### src/rtl/rs_page_signer.sv
module rs_page_signer #(
  parameter int         PAGE_BYTES = 512,
  parameter int         NPAR       = 6,
  parameter logic [8:0] FIELD_POLY = 9'h11D
) (
  input  logic              clk,
  input  logic              rst_n,
  input  logic              in_valid,
  input  logic              in_first,
  input  logic [7:0]        in_data,
  input  logic              rd_mode,
  output logic              out_valid,
  output logic [7:0]        out_data,
  output logic              done,
  output logic              err,
  output logic [8*NPAR-1:0] syndrome
);

  localparam int RW     = 8 * NPAR;
  localparam int RD_LEN = PAGE_BYTES + NPAR;
  localparam int CW     = $clog2(RD_LEN + 1);
  localparam int EW     = $clog2(NPAR + 1);
  localparam logic [CW-1:0] END_WR = CW'(PAGE_BYTES);
  localparam logic [CW-1:0] END_RD = CW'(RD_LEN);

  function automatic logic [7:0] gf_mul(input logic [7:0] a, input logic [7:0] b);
    logic [7:0] p;
    logic [7:0] x;
    p = '0;
    x = a;
    for (int i = 0; i < 8; i++) begin
      if (b[i]) p = p ^ x;
      x = x[7] ? ((x << 1) ^ FIELD_POLY[7:0]) : (x << 1);
    end
    return p;
  endfunction

  // low coefficients g_{NPAR-1}..g_0 of the monic generator, byte j = g_j
  function automatic logic [RW-1:0] gen_coefs();
    logic [RW+7:0] c;
    logic [7:0]    r;
    c      = '0;
    c[7:0] = 8'h01;
    r      = 8'h01;
    for (int i = 0; i < NPAR; i++) begin
      for (int j = i + 1; j >= 1; j--)
        c[8*j +: 8] = c[8*(j-1) +: 8] ^ gf_mul(c[8*j +: 8], r);
      c[7:0] = gf_mul(c[7:0], r);
      r      = gf_mul(r, 8'h02);
    end
    return c[RW-1:0];
  endfunction

  localparam logic [RW-1:0] GEN = gen_coefs();

  function automatic logic [RW-1:0] lfsr_step(input logic [RW-1:0] r, input logic [7:0] d);
    logic [7:0]    fb;
    logic [RW-1:0] n;
    fb = d ^ r[RW-1 -: 8];
    n  = r << 8;
    for (int j = 0; j < NPAR; j++)
      n[8*j +: 8] = n[8*j +: 8] ^ gf_mul(GEN[8*j +: 8], fb);
    return n;
  endfunction

  logic [RW-1:0] rem;
  logic [CW-1:0] cnt;
  logic          busy;
  logic          mode_q;
  logic [EW-1:0] emit;
  logic          done_q;
  logic          err_q;

  wire           start    = in_valid & in_first;
  wire           take     = in_valid & busy & ~in_first;
  wire           cur_mode = start ? rd_mode : mode_q;
  wire [RW-1:0]  nxt      = lfsr_step(start ? '0 : rem, in_data);
  wire [CW-1:0]  cnt_n    = (start ? '0 : cnt) + 1'b1;
  wire           last     = (start | take) && (cnt_n == (cur_mode ? END_RD : END_WR));

  always_ff @(posedge clk or negedge rst_n) begin
    if (!rst_n) begin
      rem    <= '0;
      cnt    <= '0;
      busy   <= 1'b0;
      mode_q <= 1'b0;
      emit   <= '0;
      done_q <= 1'b0;
      err_q  <= 1'b0;
    end else begin
      done_q <= 1'b0;
      if (start | take) begin
        rem    <= nxt;
        cnt    <= cnt_n;
        mode_q <= cur_mode;
        busy   <= ~last;
        emit   <= (last && !cur_mode) ? EW'(NPAR) : '0;
        if (last) begin
          done_q <= 1'b1;
          err_q  <= cur_mode && (nxt != '0);
        end else if (start) begin
          err_q  <= 1'b0;
        end
      end else if (emit != '0) begin
        rem  <= rem << 8;
        emit <= emit - 1'b1;
      end
    end
  end

  assign out_valid = (emit != '0);
  assign out_data  = rem[RW-1 -: 8];
  assign done      = done_q;
  assign err       = err_q;
  assign syndrome  = rem;

  assert_done_single_R6: assert property (@(posedge clk) disable iff (!rst_n)
    done |=> !done);

  assert_emit_with_done_R3: assert property (@(posedge clk) disable iff (!rst_n)
    $rose(out_valid) |-> done);

  assert_write_no_err_R5: assert property (@(posedge clk) disable iff (!rst_n)
    (done && !mode_q) |-> !err);

  assert_restart_clears_R8: assert property (@(posedge clk) disable iff (!rst_n)
    (in_valid && in_first) |=> (!out_valid && !done));

  assert_mode_hold_R9: assert property (@(posedge clk) disable iff (!rst_n)
    (busy && !(in_valid && in_first)) |=> $stable(mode_q));

  assert_stall_hold_R7: assert property (@(posedge clk) disable iff (!rst_n)
    (busy && !in_valid) |=> ($stable(rem) && $stable(cnt)));

  assert_idle_ignored_R10: assert property (@(posedge clk) disable iff (!rst_n)
    (!busy && !(in_valid && in_first) && emit == '0) |=> ($stable(rem) && !done));

endmodule

### config.mk
export PLATFORM = sky130hd
export DESIGN_NAME = rs_page_signer
export DESIGN_NICKNAME = d
export VERILOG_FILES = /design/src/rtl/rs_page_signer.sv
export SDC_FILE = /design/constraint.sdc
export NUM_CORES = 1
export LEC_CHECK = 0
export ABC_CLOCK_PERIOD_IN_PS = 3380
export CAP_MARGIN = 40
export CORE_AREA = 3 3 88 131
export DETAILED_ROUTE_END_ITERATION = 8
export DIE_AREA = 0 0 91 134
export DONT_BUFFER_PORTS = 1
export GPL_TIMING_DRIVEN = 1
export PLACE_DENSITY_LB_ADDON = 0.2
export SYNTH_ARGS = -nofsm -noshare
export SYNTH_HDL_FRONTEND = slang
export SYNTH_SLANG_ARGS = --single-unit
### constraint.sdc
create_clock -name clk -period 3.38 [get_ports clk]
set_clock_uncertainty 0.15 [all_clocks]
set_input_delay 0.169 -clock clk [delete_from_list [all_inputs] [get_ports clk]]
set_output_delay 0.169 -clock clk [all_outputs]
set_load 0.02 [all_outputs]
==> impl_results.md <==
- Status: finished clean
- Global Route Usage Sum: between 30% and 40%
- DRC violations left: 0
- Prevailing post-synth register cell: dfrtp_1
- Synth top cells by count: nand2_1, xnor2_1, nor2_1, dfrtp_1, xor2_1
- CP most frequent cell: nor2_1
- IO Port Bufs: 0
- Area delta synth->final: 12.4%
- IO Pins: 72
- Vias in the first global route: 5354
- Post-route ant nets: 0
- Initial core utilization: a little over half
- Synth Area in Compound Gates: 16.4%
- EDFF count, synth: 0
- Main combinational cell family by area after synthesis: XOR/XNOR gates
- Synth Register Bits: 65
- Max-slew violations: 0
- DRT Pass-1 Iters: 5
- Distinct cells, synth: 64
- Post-Route M1 WL: between 7 and 8 mm
- Largest net degree at the start of global routing: 66
- Post-synth top area cell: dfrtp_1
- First-pass GRT wire length: approximately 32 mm
- Die Area: roughly 12000 um^2
- Clock transition at path regs: about 0.060 ns
- Setup bufs post-CTS: 0
- Worst EP arrival: around 3.3 ns
- Vias per cell: roughly 6.4
- Min Clock Period, post-route: 3.13 ns
- GR Overflow Total: 0
- Synth Instances: ~700
- Fin worst setup slack: roughly 0.25 ns
- Post-synthesis cell area: around 5700 um^2
- Final Hold Viols: 0
- Critical path buffers and inverters: 0
- XOR/XNOR share of the synthesized area: between 20% and 30%
- CTS H-tree depth: 3
- Synth Area in Adders: 0.659%
- Highest metal used: met4
- Req. time, crit path: ~3.5 ns
- Count leader, synth: nand2_1
- Pre-CTS setup slack: 0.182 ns
- Max cap viols: 0
- CTS Buf Count: 9
- Met2 routed wirelength: 10.0 mm
- DR vias: between 5k and 6k
- Mux cell area share after synthesis: roughly 2.3%
- First DRT Iteration DRCs: between 500 and 600
- Layout cells sized above 1: a little under an eighth
- CTS max path bufs: 2
- Routed WL: ~21 mm
- Top-area cell type share of the netlist area: between 20% and 30%
- Clock latency on the worst-skew pair: around 0.34 ns
- Detailed-routed wire length on met3: 1.76 mm
- Layout Nets: 717
- Rows: 46
- Max incr delay on CP: ~0.41 ns
- CP max FO: 5
- RSZ-0062 raised after global routing: no
- Avg Cell Area, Syn: between 8 and 9 um^2
- Detailed-route wire length per cell: 24.5 um
- Post-synth ARST share: 100%
- Clock net sink count: 65
- Simple-Gate Fraction of Synth Area: 18.7%
- Root Driver: clkbuf_16
- Dpl cells: about 800
- Sequence of cells on the critical path: a21boi_1 -> ha_1 -> xor2_1 -> or3_1 -> a2111oi_2 -> nand4_1 -> nor2_1 -> nor2_1 -> a21oi_1 -> o22a_1
- Hpwl dp: 14.8 mm
- Initial antenna violation count: 0
- Finished Layout Cells: 850
- Core area: 10600 um^2
- Tcrit/Tclk final: 92.5%
- Register area share after synthesis: 28.5%
- Final setup vio count: 0
- DIE WIDTH: 91 um
- Slowest-stage cell, CP: a2111oi_2
- Worst Hold Class: in2reg
- Max Clock Freq: between 300 and 400 MHz
- Max_slew headroom: just over 40%
- Fin Setup TNS: 0 ns
- Setup CP Type: reg2reg
- CTS tree: yes
- Largest delay share family, worst path: compound AO/OA/AOI/OAI gates
- CP Launch Type: flop
- Tightest Pin Transition: roughly 0.88 ns
- Die extent in y: between 100 and 150 um
- Synth top area cells: dfrtp_1, xnor2_1, nand2_1
- Synth Net Count: between 700 and 800
- Syn. warnings: 0
- Ant diodes: 0
- Crit end category: flop
- GP Congestion: around 1.0
==> layout make-up <==
cell class                 count  area, um^2
fill                        1006        4180
clock inverter                 6         116
timing repair buffer          56         482
clock buffer                  10         229
tap                          144         180
inverter                       7        26.3
sequential                    65        1630
multi-input combinational    562        3750
==> per-stage QoR <==
step                      cell area, um^2  util [%]  hold slack (ns)
after global placement               5910      55.8           -0.275
after floorplan                      5720         -           -0.277
after CTS                            6400      60.4           0.0161
after detailed placement             5920      55.9           -0.274
after global routing                 6410      60.5           0.0749
final                                6410      60.5           0.0187
==> per-layer routing <==
layer / vias to the layer above / GRT usage (%)
met4: 0 / 24.4
met3: 92 / 6.90
met2: 298 / 56.3
met5: - / 0
met1: 2635 / 40.3
li1: 2386 / -
==> registers in the layout (all words and copies together), names as in the netlist <==
signal    count
err           1
emit          3
mode_q        1
cnt          10
done          1
syndrome     48
busy          1
==> logic make-up (layout without fill, tap and decap cells) <==
kind of cell | Yosys count | after routing
xor+xnor | 156 | 156
compound gates | 150 | 150
buf+inv | 69 | 79
simple gates | 240 | 240
flops | 65 | 65
mux | 13 | 13
fa+ha+maj | 3 | 3
==> cells in the final DEF, fill, tap and decap left out, types with 5 or more instances in the layout <==
cell / count
xnor2_1: 95
a31oi_1: 21
a21oi_1: 35
o21ai_0: 46
mux2i_1: 11
nor2_1: 65
o22ai_1: 5
buf_4: 43
inv_1: 5
nand4_1: 7
or3_1: 9
dfrtp_1: 65
clkbuf_16: 9
nand3_1: 15
xor2_1: 47
and3_1: 6
dlygate4sd3_1: 10
a22oi_1: 12
nand2_1: 110
==> final timing paths <==
kind / startpoint / endpoint / slack [ns] / cells past startpoint
max: cnt[0] / emit[2] / 0.25 / 10
min: in_data[6] / syndrome[38] / 0.02 / 3
max reg2reg: cnt[0] / emit[2] / 0.25 / 10
min reg2reg: busy / busy / 0.38 / 2
max in group asynchronous: rst_n / syndrome[8] / 2.57 / 2
min in group asynchronous: rst_n / cnt[3] / 0.21 / 2
==> tightest hold or removal path, delay by kind of cell <==
family,cells,cell delay [ns]
compound gates,3,0.31
==> repair_timing <==
action | in CTS | in global routing
endpoints found under the setup margin | 0 | 2
hold buffers | 11 | 0
endpoints found under the hold margin | 76 | 0
resized for setup | 0 | 3
Power is left out: the tool's default activity adds up to more than one toggle a clock period on the data nets, which glitch-free logic cannot reach.
